$ cat config.mk
export PLATFORM = sky130hd
export DESIGN_NAME = radix_walker
export DESIGN_NICKNAME = d
export VERILOG_FILES = /design/src/rtl/radix_walker_pkg.sv /design/src/rtl/rw_level_step.sv /design/src/rtl/rw_page_merge.sv /design/src/rtl/radix_walker.sv
export SDC_FILE = /design/constraint.sdc
export NUM_CORES = 1
export LEC_CHECK = 0
export BUFFER_PORTS_ARGS = -buffer_cell sky130_fd_sc_hd__buf_2
export CAP_MARGIN = 20
export CORE_ASPECT_RATIO = 0.75
export CORE_MARGIN = 1
export CORE_UTILIZATION = 52
export DETAILED_ROUTE_END_ITERATION = 12
export GPL_ROUTABILITY_DRIVEN = 0
export PLACE_DENSITY_LB_ADDON = 0.15
export SLEW_MARGIN = 0
export SYNTH_ARGS = -nofsm -noshare
export SYNTH_HDL_FRONTEND = slang
export SYNTH_SLANG_ARGS = --single-unit
export TNS_END_PERCENT = 5
$ cat constraint.sdc
create_clock -name clk -period 7.7 [get_ports clk]
set_input_delay 1.54 -clock clk [delete_from_list [all_inputs] [get_ports clk]]
set_output_delay 1.54 -clock clk [all_outputs]
set_load 0.05 [all_outputs]
$ cat src/rtl/radix_walker_pkg.sv
package radix_walker_pkg;

  localparam int ENT_VALID_BIT = 63;
  localparam int ENT_LEAF_BIT  = 62;
  localparam int ENT_SPACE_HI  = 61;
  localparam int ENT_SPACE_LO  = 56;
  localparam int ENT_BASE_LO   = 8;
  localparam int PAGE_MIN_SH   = 12;

  typedef enum logic [1:0] {
    FLT_NONE    = 2'd0,
    FLT_INVALID = 2'd1,
    FLT_SIZE    = 2'd2,
    FLT_RANGE   = 2'd3
  } walk_fault_e;

  typedef enum logic [1:0] {
    S_IDLE = 2'd0,
    S_REQ  = 2'd1,
    S_WAIT = 2'd2,
    S_RESP = 2'd3
  } walk_state_e;

  typedef enum logic [1:0] {
    PH_PART = 2'd0,
    PH_PROC = 2'd1,
    PH_DIR  = 2'd2
  } walk_phase_e;

endpackage

$ cat src/rtl/rw_level_step.sv
// One tree level: checks the index width, slices the index out of the
// effective address and forms the address of the next entry.
module rw_level_step #(
  parameter int EA_W    = 64,
  parameter int RA_W    = 56,
  parameter int NLS_MIN = 5,
  parameter int NLS_MAX = 16,
  parameter int SH_MIN  = 12
) (
  input  logic [EA_W-1:0] ea,
  input  logic [6:0]      shift_in,
  input  logic [RA_W-9:0] tbl_base,
  input  logic [7:0]      nls,
  output logic            ok,
  output logic [6:0]      shift_out,
  output logic [RA_W-1:0] ent_addr
);
  localparam int IDX_W = 16;

  logic            nls_ok;
  logic            room_ok;
  logic [IDX_W-1:0] idx_mask;
  logic [IDX_W-1:0] idx;
  logic [RA_W-1:0]  base_full;

  always_comb begin
    nls_ok    = (nls >= 8'(NLS_MIN)) && (nls <= 8'(NLS_MAX));
    room_ok   = {2'b00, shift_in} >= ({1'b0, nls} + 9'(SH_MIN));
    shift_out = shift_in - {2'b00, nls[4:0]};
    idx_mask  = (IDX_W'(1) << nls[4:0]) - IDX_W'(1);
    idx       = IDX_W'(ea >> shift_out) & idx_mask;
    base_full = {tbl_base, 8'h00};
    ent_addr  = base_full + RA_W'({idx, 3'b000});
    ok        = nls_ok && room_ok;
  end

endmodule

$ cat src/rtl/rw_page_merge.sv
// Builds the returned page number of a leaf: page-number bits below the
// page shift come from the effective address.
module rw_page_merge #(
  parameter int PN_W = 44
) (
  input  logic [PN_W-1:0] leaf_pn,
  input  logic [PN_W-1:0] ea_pn,
  input  logic [6:0]      page_sh,
  output logic [PN_W-1:0] rpn
);
  logic [6:0]      sub_sh;
  logic [PN_W-1:0] low_mask;

  always_comb begin
    sub_sh   = page_sh - 7'd12;
    low_mask = (PN_W'(1) << sub_sh) - PN_W'(1);
    rpn      = (leaf_pn & ~low_mask) | (ea_pn & low_mask);
  end

endmodule

$ cat src/rtl/radix_walker.sv
module radix_walker
  import radix_walker_pkg::*;
#(
  parameter int EA_W       = 64,
  parameter int RA_W       = 56,
  parameter int PID_W      = 20,
  parameter int MAX_LEVELS = 10,
  parameter int NLS_MIN    = 5,
  parameter int NLS_MAX    = 16,
  parameter int SPACE_MIN  = 31,
  parameter int SPACE_MAX  = 62
) (
  input  logic              clk,
  input  logic              rst_n,
  input  logic [RA_W-1:0]   ptcr_base,
  input  logic              req_valid,
  output logic              req_ready,
  input  logic [EA_W-1:0]   req_ea,
  input  logic [PID_W-1:0]  req_pid,
  input  logic              req_iside,
  output logic              mem_req_valid,
  input  logic              mem_req_ready,
  output logic [RA_W-1:0]   mem_req_addr,
  input  logic              mem_rsp_valid,
  output logic              mem_rsp_ready,
  input  logic [63:0]       mem_rsp_data,
  output logic              res_valid,
  input  logic              res_ready,
  output logic              res_iside,
  output logic [1:0]        res_fault,
  output logic [5:0]        res_shift,
  output logic [RA_W-13:0]  res_rpn,
  output logic [EA_W-13:0]  res_epn,
  output logic              busy
);
  localparam int PN_W  = RA_W - PAGE_MIN_SH;
  localparam int LVL_W = $clog2(MAX_LEVELS + 1);

  walk_state_e state_q;
  walk_phase_e phase_q;
  walk_fault_e fault_q;
  walk_fault_e fault_c;
  logic [EA_W-1:0]  ea_q;
  logic [PID_W-1:0] pid_q;
  logic             iside_q;
  logic [RA_W-1:0]  addr_q;
  logic [6:0]       shift_q;
  logic [LVL_W-1:0] lvl_q;
  logic [PN_W-1:0]  rpn_q;
  logic [5:0]       rshift_q;

  // fields of the entry on the read-data bus
  logic        ent_v;
  logic        ent_leaf;
  logic [5:0]  ent_space;
  logic        space_ok;
  logic        range_bad;
  logic [RA_W-1:0] part_next;

  logic        go_c;
  logic        leaf_c;
  logic [6:0]  step_shin;
  logic        step_ok;
  logic [6:0]  step_shift;
  logic [RA_W-1:0] step_addr;
  logic [PN_W-1:0] merge_rpn;

  assign ent_v     = mem_rsp_data[ENT_VALID_BIT];
  assign ent_leaf  = mem_rsp_data[ENT_LEAF_BIT];
  assign ent_space = mem_rsp_data[ENT_SPACE_HI:ENT_SPACE_LO];
  assign space_ok  = (ent_space >= 6'(SPACE_MIN)) && (ent_space <= 6'(SPACE_MAX));
  assign range_bad = (ea_q >> ent_space) != '0;
  assign part_next = {mem_rsp_data[RA_W-1:PAGE_MIN_SH], 12'h000}
                   + (RA_W'(pid_q) << 3);
  assign step_shin = (phase_q == PH_PROC) ? {1'b0, ent_space} : shift_q;

  rw_level_step #(
    .EA_W(EA_W), .RA_W(RA_W), .NLS_MIN(NLS_MIN), .NLS_MAX(NLS_MAX), .SH_MIN(PAGE_MIN_SH)
  ) u_step (
    .ea        (ea_q),
    .shift_in  (step_shin),
    .tbl_base  (mem_rsp_data[RA_W-1:ENT_BASE_LO]),
    .nls       (mem_rsp_data[7:0]),
    .ok        (step_ok),
    .shift_out (step_shift),
    .ent_addr  (step_addr)
  );

  rw_page_merge #(.PN_W(PN_W)) u_merge (
    .leaf_pn (mem_rsp_data[RA_W-1:PAGE_MIN_SH]),
    .ea_pn   (ea_q[RA_W-1:PAGE_MIN_SH]),
    .page_sh (shift_q),
    .rpn     (merge_rpn)
  );

  // Decision on the entry just returned: fault, leaf, or descend.
  always_comb begin
    fault_c = FLT_NONE;
    go_c    = 1'b0;
    leaf_c  = 1'b0;
    if (phase_q == PH_PROC) begin
      if (!ent_v)          fault_c = FLT_INVALID;
      else if (!space_ok)  fault_c = FLT_SIZE;
      else if (range_bad)  fault_c = FLT_RANGE;
      else if (!step_ok)   fault_c = FLT_SIZE;
      else                 go_c    = 1'b1;
    end else begin
      if (!ent_v)                            fault_c = FLT_INVALID;
      else if (ent_leaf)                     leaf_c  = 1'b1;
      else if (lvl_q == LVL_W'(MAX_LEVELS))  fault_c = FLT_SIZE;
      else if (!step_ok)                     fault_c = FLT_SIZE;
      else                                   go_c    = 1'b1;
    end
  end

  always_ff @(posedge clk) begin
    if (!rst_n) begin
      state_q  <= S_IDLE;
      phase_q  <= PH_PART;
      fault_q  <= FLT_NONE;
      ea_q     <= '0;
      pid_q    <= '0;
      iside_q  <= 1'b0;
      addr_q   <= '0;
      shift_q  <= '0;
      lvl_q    <= '0;
      rpn_q    <= '0;
      rshift_q <= '0;
    end else begin
      unique case (state_q)
        S_IDLE: if (req_valid) begin
          ea_q    <= req_ea;
          pid_q   <= req_pid;
          iside_q <= req_iside;
          addr_q  <= ptcr_base + RA_W'(8);
          phase_q <= PH_PART;
          lvl_q   <= '0;
          state_q <= S_REQ;
        end
        S_REQ: if (mem_req_ready) state_q <= S_WAIT;
        S_WAIT: if (mem_rsp_valid) begin
          if (phase_q == PH_PART) begin
            addr_q  <= part_next;
            phase_q <= PH_PROC;
            state_q <= S_REQ;
          end else if (go_c) begin
            addr_q  <= step_addr;
            shift_q <= step_shift;
            lvl_q   <= lvl_q + LVL_W'(1);
            phase_q <= PH_DIR;
            state_q <= S_REQ;
          end else begin
            fault_q  <= fault_c;
            rpn_q    <= leaf_c ? merge_rpn : '0;
            rshift_q <= leaf_c ? shift_q[5:0] : '0;
            state_q  <= S_RESP;
          end
        end
        S_RESP: if (res_ready) state_q <= S_IDLE;
        default: state_q <= S_IDLE;
      endcase
    end
  end

  assign req_ready     = (state_q == S_IDLE);
  assign busy          = (state_q != S_IDLE);
  assign mem_req_valid = (state_q == S_REQ);
  assign mem_req_addr  = addr_q;
  assign mem_rsp_ready = (state_q == S_WAIT);
  assign res_valid     = (state_q == S_RESP);
  assign res_fault     = fault_q;
  assign res_rpn       = rpn_q;
  assign res_shift     = rshift_q;
  assign res_epn       = ea_q[EA_W-1:PAGE_MIN_SH];
  assign res_iside     = iside_q;

  // checker-side mask of page-offset bits within the page number
  logic [PN_W-1:0] chk_low;
  assign chk_low = (PN_W'(1) << (7'(res_shift) - 7'd12)) - PN_W'(1);


  mem_hold_chk: assert property (@(posedge clk) disable iff (!rst_n)
    mem_req_valid && !mem_req_ready |=> mem_req_valid && $stable(mem_req_addr));


  res_hold_chk: assert property (@(posedge clk) disable iff (!rst_n)
    res_valid && !res_ready |=> res_valid
      && $stable({res_fault, res_rpn, res_shift, res_epn, res_iside}));


  busy_rise_chk: assert property (@(posedge clk) disable iff (!rst_n)
    req_valid && req_ready |=> busy && !req_ready);


  busy_fall_chk: assert property (@(posedge clk) disable iff (!rst_n)
    res_valid && res_ready |=> !busy && req_ready);


  one_role_chk: assert property (@(posedge clk) disable iff (!rst_n)
    $onehot0({req_ready, mem_req_valid, mem_rsp_ready, res_valid}));


  leaf_shift_chk: assert property (@(posedge clk) disable iff (!rst_n)
    res_valid && res_fault == 2'd0 |-> res_shift >= 6'd12 && res_shift <= 6'(SPACE_MAX));


  offset_merge_chk: assert property (@(posedge clk) disable iff (!rst_n)
    res_valid && res_fault == 2'd0 |-> ((res_rpn ^ res_epn[PN_W-1:0]) & chk_low) == '0);


  fault_zero_chk: assert property (@(posedge clk) disable iff (!rst_n)
    res_valid && res_fault != 2'd0 |-> res_rpn == '0 && res_shift == '0);

endmodule

---- After elaboration in Yosys (flattened, before gate mapping) ----
Index checks and enable logic that the tools add are counted.
word-level totals
  memories kept ........................... 0
  bits in read-only memories .............. 0
  output and inout port bits .............. 166
  flip-flop bits (word level) ............. 208
  logic and storage cells ................. 106
  RAM bits ................................ 0
  latch bits .............................. 0
  input port bits ......................... 211
operators by class
  reduce and logical (&&, ||, !) cells .... 14
  shifts and indexed selects .............. 4
  eq/ne operators ......................... 12
  muxes and demuxes ....................... 44
  add/sub/neg operators ................... 9
  multipliers ............................. 0
  divide/modulo/power cells ............... 0
  order comparisons ....................... 5
  bitwise gates (word level) .............. 7
operators by type and width
  operator                                                                count
  56-bit two-way mux                                                      4
  56-bit one-hot mux with 2 select lines                                  1
  44-bit AND                                                              2
  64-bit nonzero test                                                     1
  64-bit by 6-bit right shift with 64-bit output                          1
  64-bit by 7-bit right shift with 16-bit output                          1
  56-bit by 19-bit adder with 56-bit output                               1
  56-bit by 23-bit adder with 56-bit output                               1
  56-bit by 4-bit adder with 56-bit output (second input constant)        1
  44-bit two-way mux                                                      1
  44-bit inverter                                                         1
  44-bit OR                                                               1
  1-bit by 7-bit left shift with 44-bit output (first input constant)     1
  44-bit by 2-bit subtractor with 44-bit output (second input constant)   1
  2-bit two-way mux                                                       18
  16-bit AND                                                              1
  4-bit two-way mux                                                       4
  4-bit AND reduction                                                     4
  1-bit by 5-bit left shift with 16-bit output (first input constant)     1
  16-bit by 2-bit subtractor with 16-bit output (second input constant)   1
  1-bit two-way mux                                                       11
  8-bit by 4-bit adder with 9-bit output (second input constant)          1
  7-bit by 9-bit >= comparator with 1-bit output                          1
  8-bit by 3-bit >= comparator with 1-bit output (second input constant)  1
  other kinds (23)                                                        34

---- Logic depth before layout (Yosys ltp) ----
  word-level depth ........................ 13
  depth in mapped cells ................... 29
  gate-level depth less buffers ........... 25

---- Modules after synthesis ----
Synthesis repeated with hierarchy kept, for this count alone.
unflattened totals
  cell total of the unflattened synthesis .. 2918
  area total of the unflattened synthesis .. 22053.7 µm²
by module, submodules not included
  module         instances  sequential area each (µm²)  cells each  area an instance (µm²)
  radix_walker   1          4164.0                      2037        15429.8
  rw_level_step  1          0.0                         673         5107.4
  rw_page_merge  1          0.0                         208         1516.5

---- Least setup slack after synthesis ----
OpenSTA, ideal clock, no wires.
  path type ............................... input-to-reg
  start ................................... input mem_rsp_data[57]
  end ..................................... register addr_q[33], in the netlist mem_req_addr[33]
  buffers on the path ..................... 7
  setup slack ............................. -83 ps
  setup time .............................. 72 ps
  stages .................................. 27
  data required time ...................... 7628 ps
  arrival time ............................ 7711 ps
  path through ............................ buf_2 -> buf_2 -> buf_2 -> buf_1 -> a21o_1 -> inv_1 -> fa_1 -> clkbuf_1 -> clkbuf_1 -> mux4_2 -> nand2_1 -> and3_1 -> a211oi_1 -> a21oi_1 -> a2111oi_0 -> ha_1 -> a21o_1 -> a21oi_1 -> o211ai_1 -> nand4_1 -> a311oi_1 -> a32oi_1 -> clkbuf_1 -> nor2_1 -> a31oi_1 -> o311ai_0 -> mux2i_1
between the ends
  word-level cells in the longest chain between the ends .. 10
  elaborated cells between the ends (all ways) .. 26
  those cells by class .................... add/sub (2); order compare (3); eq/ne (1); shift (2); mux (13); bitwise (1); reduce/logical (4)
ends and longest elaborated chain
  element                                                                                             line                 RTL
  start, declared                                                                                     radix_walker.sv:26   input logic [63:0] mem_rsp_data,
  parallel branches: the longest is 10 deep, another holds 56-bit by 19-bit adder with 56-bit output  n/a
  end signal, assigned                                                                                radix_walker.sv:135  addr_q <= ptcr_base + RA_W'(8);
  end signal, assigned                                                                                radix_walker.sv:143  addr_q <= part_next;
  end signal, assigned                                                                                radix_walker.sv:147  addr_q <= step_addr;
  end, declared                                                                                       radix_walker.sv:46   logic [RA_W-1:0] addr_q;
Several ways; the timed one is not identified. The select of a mux whose other input is x is not followed.
A chain may end at the register's enable or synchronous reset.

---- Worst setup path after layout ----
  start ................................... input mem_rsp_data[59]
  end ..................................... register addr_q[44], in the netlist mem_req_addr[44]
The elaborated chain is that of the path after synthesis.

==> out/metrics.cfg <==
[outcome]
status=finished clean

[yosys]
synthCells=2575
yosys_warnings=0
ys_seq_area_frac=0.210
ys_ff_latch=208
syn_nets=2828
synth_cell_types=93
syn-cell-area_sq_um=19800
synth_ff_type=dfxtp_1
synthArstFlopShare=0
avgSynthCellArea_sq_um=7.68
synth_edf_count=0

[global_route]
use_met1=0.537
grt_max_degree=88
use_met2=0.561
overflow=0
grt_pass1_wl_mm=116
globalRoute.busiestLayer=met2
grt_usage=0.390
antenna_found_initial=13
met3_usage=0.123
grt_pass1_vias=19400

[layout]
area_growth_pct=12.6
drive_above_1_share=0.227
fin_nets=3021
final_util=0.598
final_cells=3292
fillCellCount=3522
final_cell_area_sq_um=22300

[sta]
worst_slack_ns=0.165
tightest_slew_ns=1.25
fin_setup_tns_ns=0
rsz0062_at_grt=false
final_max_slew_viol_count=0
fin_skew_ns=0.0259
period_needed_ns=7.54
setup_viol=0
fmax_ghz=0.133
period_share=0.979
hold_viol=0
fin_hold_ws_ns=0.452
relSlewSlack=0.159

[place]
place_inst=3243
place_hpwl_mm=58.5
pre_cts_slack_ns=-0.0123
port_buffers=376
place_area_sq_um=21400

[hold_path]
holdPathStages=2
hp-class=register to register

[clock_network]
clock_latency_ns=0.57
cts.sinks=208
cts_buffers=24
cts_htree_levels=1
clockBufferDepth=3
cts_tree=yes
path_clk_slew_ns=0.06
cts-root-buf=clkbuf_16

[worst_setup_path]
cpMaxStageDelayCell=nor4_1
timing.rr.start=shift_q[0]
setup.worst_path.end_class=register
cp_data_arrival_time_ns=8.03
crit_required_ns=8.20
critPathKind=input port to register
cp-startpoint=mem_rsp_data[59]
r2r_setup_slack_ns=0.26
crit_path_max_incr_delay_ns=1.02
r2r_cells=25
crit_end=mem_req_addr[44]
timing.rr.end=mem_req_addr[44]
path_cells=buf_2 > inv_1 > o21ai_0 > ha_1 > a21o_1 > xor2_2 > nand2_1 > o22ai_1 > a21oi_1 > a221oi_1 > a31oi_1 > and3_1 > ha_1 > or4_1 > o21ai_0 > a211oi_1 > nor4_1 > buf_4 > nor3_1 > nand3_1 > xnor2_1 > o211ai_1 > mux2i_1
worstPathMaxFanout=12
cp-start-kind=input port

[power_and_ir_drop]
p_total_mw=3.62
combinationalPowerShare=0.334
pwr-share-seq=0.344
p_sw_mw=1.40
power.leakage_nw=9.51
power.density_nw_per_um2=162
p_clk_frac=0.322
power.internal_mw=2.22
vdd_drop_max_mv=0.161
swShare=0.387

[floorplan]
start_util=0.531
ios=377
design.die.area_sq_um=38800
coreArea_sq_um=37200
die_height_um=171
rows=61
die_x_um=227

[route]
viasPerCell=6.64
drtIter0Drc=3350
ant_nets=0
vias=21900
firstDrtPassIters=11
wl_mm=78.6
drc=0
post_drt_wl_per_cell_um=23.9

[job]
drv.max_cap_violation_count=0

## cell type report
class | count | area (sq um) | area share
well taps | 504 | 631 | 0.0283
clock inverters | 10 | 105 | 0.00472
flip-flops and latches | 208 | 4170 | 0.187
inverters | 53 | 200 | 0.00899
diodes | 5 | 12.5 | 0.000562
multi-input cells | 2047 | 14100 | 0.633
repair buffers | 434 | 2370 | 0.107
clock buffers | 31 | 677 | 0.0304
## placed cells by master (no fill, tap or decap), types with 8 or more instances in the layout
cell type / n
a211oi_1: 19
a21o_1: 15
a21oi_1: 204
a221oi_1: 11
a22oi_1: 11
a311oi_1: 10
a31oi_1: 16
a32oi_1: 15
and3_1: 23
buf_2: 374
buf_4: 56
clkbuf_16: 24
dfxtp_1: 207
ha_1: 39
inv_1: 50
mux2_2: 38
mux2i_1: 179
mux4_2: 88
nand2_1: 525
nand2b_1: 21
nand3_1: 106
nand4_1: 34
nor2_1: 138
nor2b_1: 21
nor3_1: 56
nor4_1: 25
o211ai_1: 41
o21a_1: 8
o21ai_0: 91
o22ai_1: 18
o31ai_1: 10
or3_1: 20
xnor2_1: 65
xor2_1: 47
## worst min path at each step
stage                          start               end  slack, ns
finish              mem_req_addr[15]  mem_req_addr[15]       0.45
CTS                 mem_req_addr[43]  mem_req_addr[43]       0.45
detailed placement  mem_req_addr[43]  mem_req_addr[43]       0.45
floorplan                   pid_q[1]          pid_q[1]       0.44
global placement    mem_req_addr[15]  mem_req_addr[15]       0.44
global route        mem_req_addr[22]  mem_req_addr[22]       0.47
## registers in the layout, indices dropped and copies added, names as in the netlist
register and cells:
mem_req_addr 56, lvl_q 4, pid_q 20, res_fault 2, res_shift 6, phase_q 2, ea_q 64, res_iside 1
shift_q 7, res_rpn 44, state_q 2
## worst max-delay path: cells and delay by family
| kind | cells | cell delay, ns |
|---|---|---|
| buffers and inverters | 3 | 0.51 |
| xor gates and xnor gates | 2 | 0.66 |
| adders and majority gates | 2 | 0.78 |
| muxes | 1 | 0.18 |
| AOI/OAI and AO/OA | 9 | 2.10 |
| and+or+nand+nor | 6 | 2.25 |
## power groups by stage
stage / Combinational, mW / Sequential [mW] / Clock [mW]
2_1_floorplan: 0.777 / 1.29 / 0
3_3_place_gp: 1.15 / 1.26 / 0
3_5_place_dp: 1.16 / 1.26 / 0
4_1_cts: 1.17 / 1.24 / 1.17
5_1_grt: 1.27 / 1.25 / 1.22
6_report: 1.21 / 1.25 / 1.16
## Yosys cell counts (7+ instances only)
cell / n / area share
a2111oi_0: 8 / 0.0035
a211oi_1: 19 / 0.0072
a21o_1: 15 / 0.0057
a21oi_1: 204 / 0.052
a221oi_1: 11 / 0.0049
a22oi_1: 11 / 0.0042
a311oi_1: 10 / 0.0044
a31oi_1: 16 / 0.0051
a32oi_1: 15 / 0.0066
and3_1: 23 / 0.0073
and4_1: 7 / 0.0031
buf_1: 17 / 0.0032
buf_2: 17 / 0.0043
buf_4: 64 / 0.024
clkbuf_1: 160 / 0.030
dfxtp_1: 208 / 0.21
ha_1: 39 / 0.025
inv_1: 50 / 0.0095
mux2_2: 38 / 0.022
mux2i_1: 179 / 0.091
mux4_2: 88 / 0.10
nand2_1: 526 / 0.10
nand2b_1: 22 / 0.0070
nand3_1: 106 / 0.027
nand4_1: 34 / 0.011
nor2_1: 138 / 0.026
nor2b_1: 21 / 0.0066
nor3_1: 56 / 0.014
nor4_1: 26 / 0.0082
o211ai_1: 41 / 0.016
o21a_1: 8 / 0.0030
o21ai_0: 91 / 0.023
o21ai_1: 7 / 0.0018
o22ai_1: 18 / 0.0057
o31ai_1: 10 / 0.0038
or3_1: 20 / 0.0063
xnor2_1: 68 / 0.030
xor2_1: 49 / 0.022
## repair_timing
| item | CTS | global route |
|---|---|---|
| gates resized for setup | 0 | 2 |
| hold buffers | 0 | 0 |
| setup endpoints to repair | 0 | 19 |
| buffers inserted | 0 | 0 |
## layer usage
layer	part of all wire	vias up
met3	0.14	312
met5	0.0012	-
met1	0.40	10200
met4	0.049	16
li1	-	9663
met2	0.41	1669
## kinds of logic after synthesis
family                     count (synthesis)  share of synthesized area
DFF                                      208                      0.210
buffers and inverters                    320                     0.0795
muxes                                    309                      0.216
and+or+nand+nor                         1028                      0.237
AOI/OAI and AO/OA                        551                      0.177
adders and majority gates                 42                     0.0277
xor gates and xnor gates                 117                     0.0518
Power figures use the tool's default switching activity.
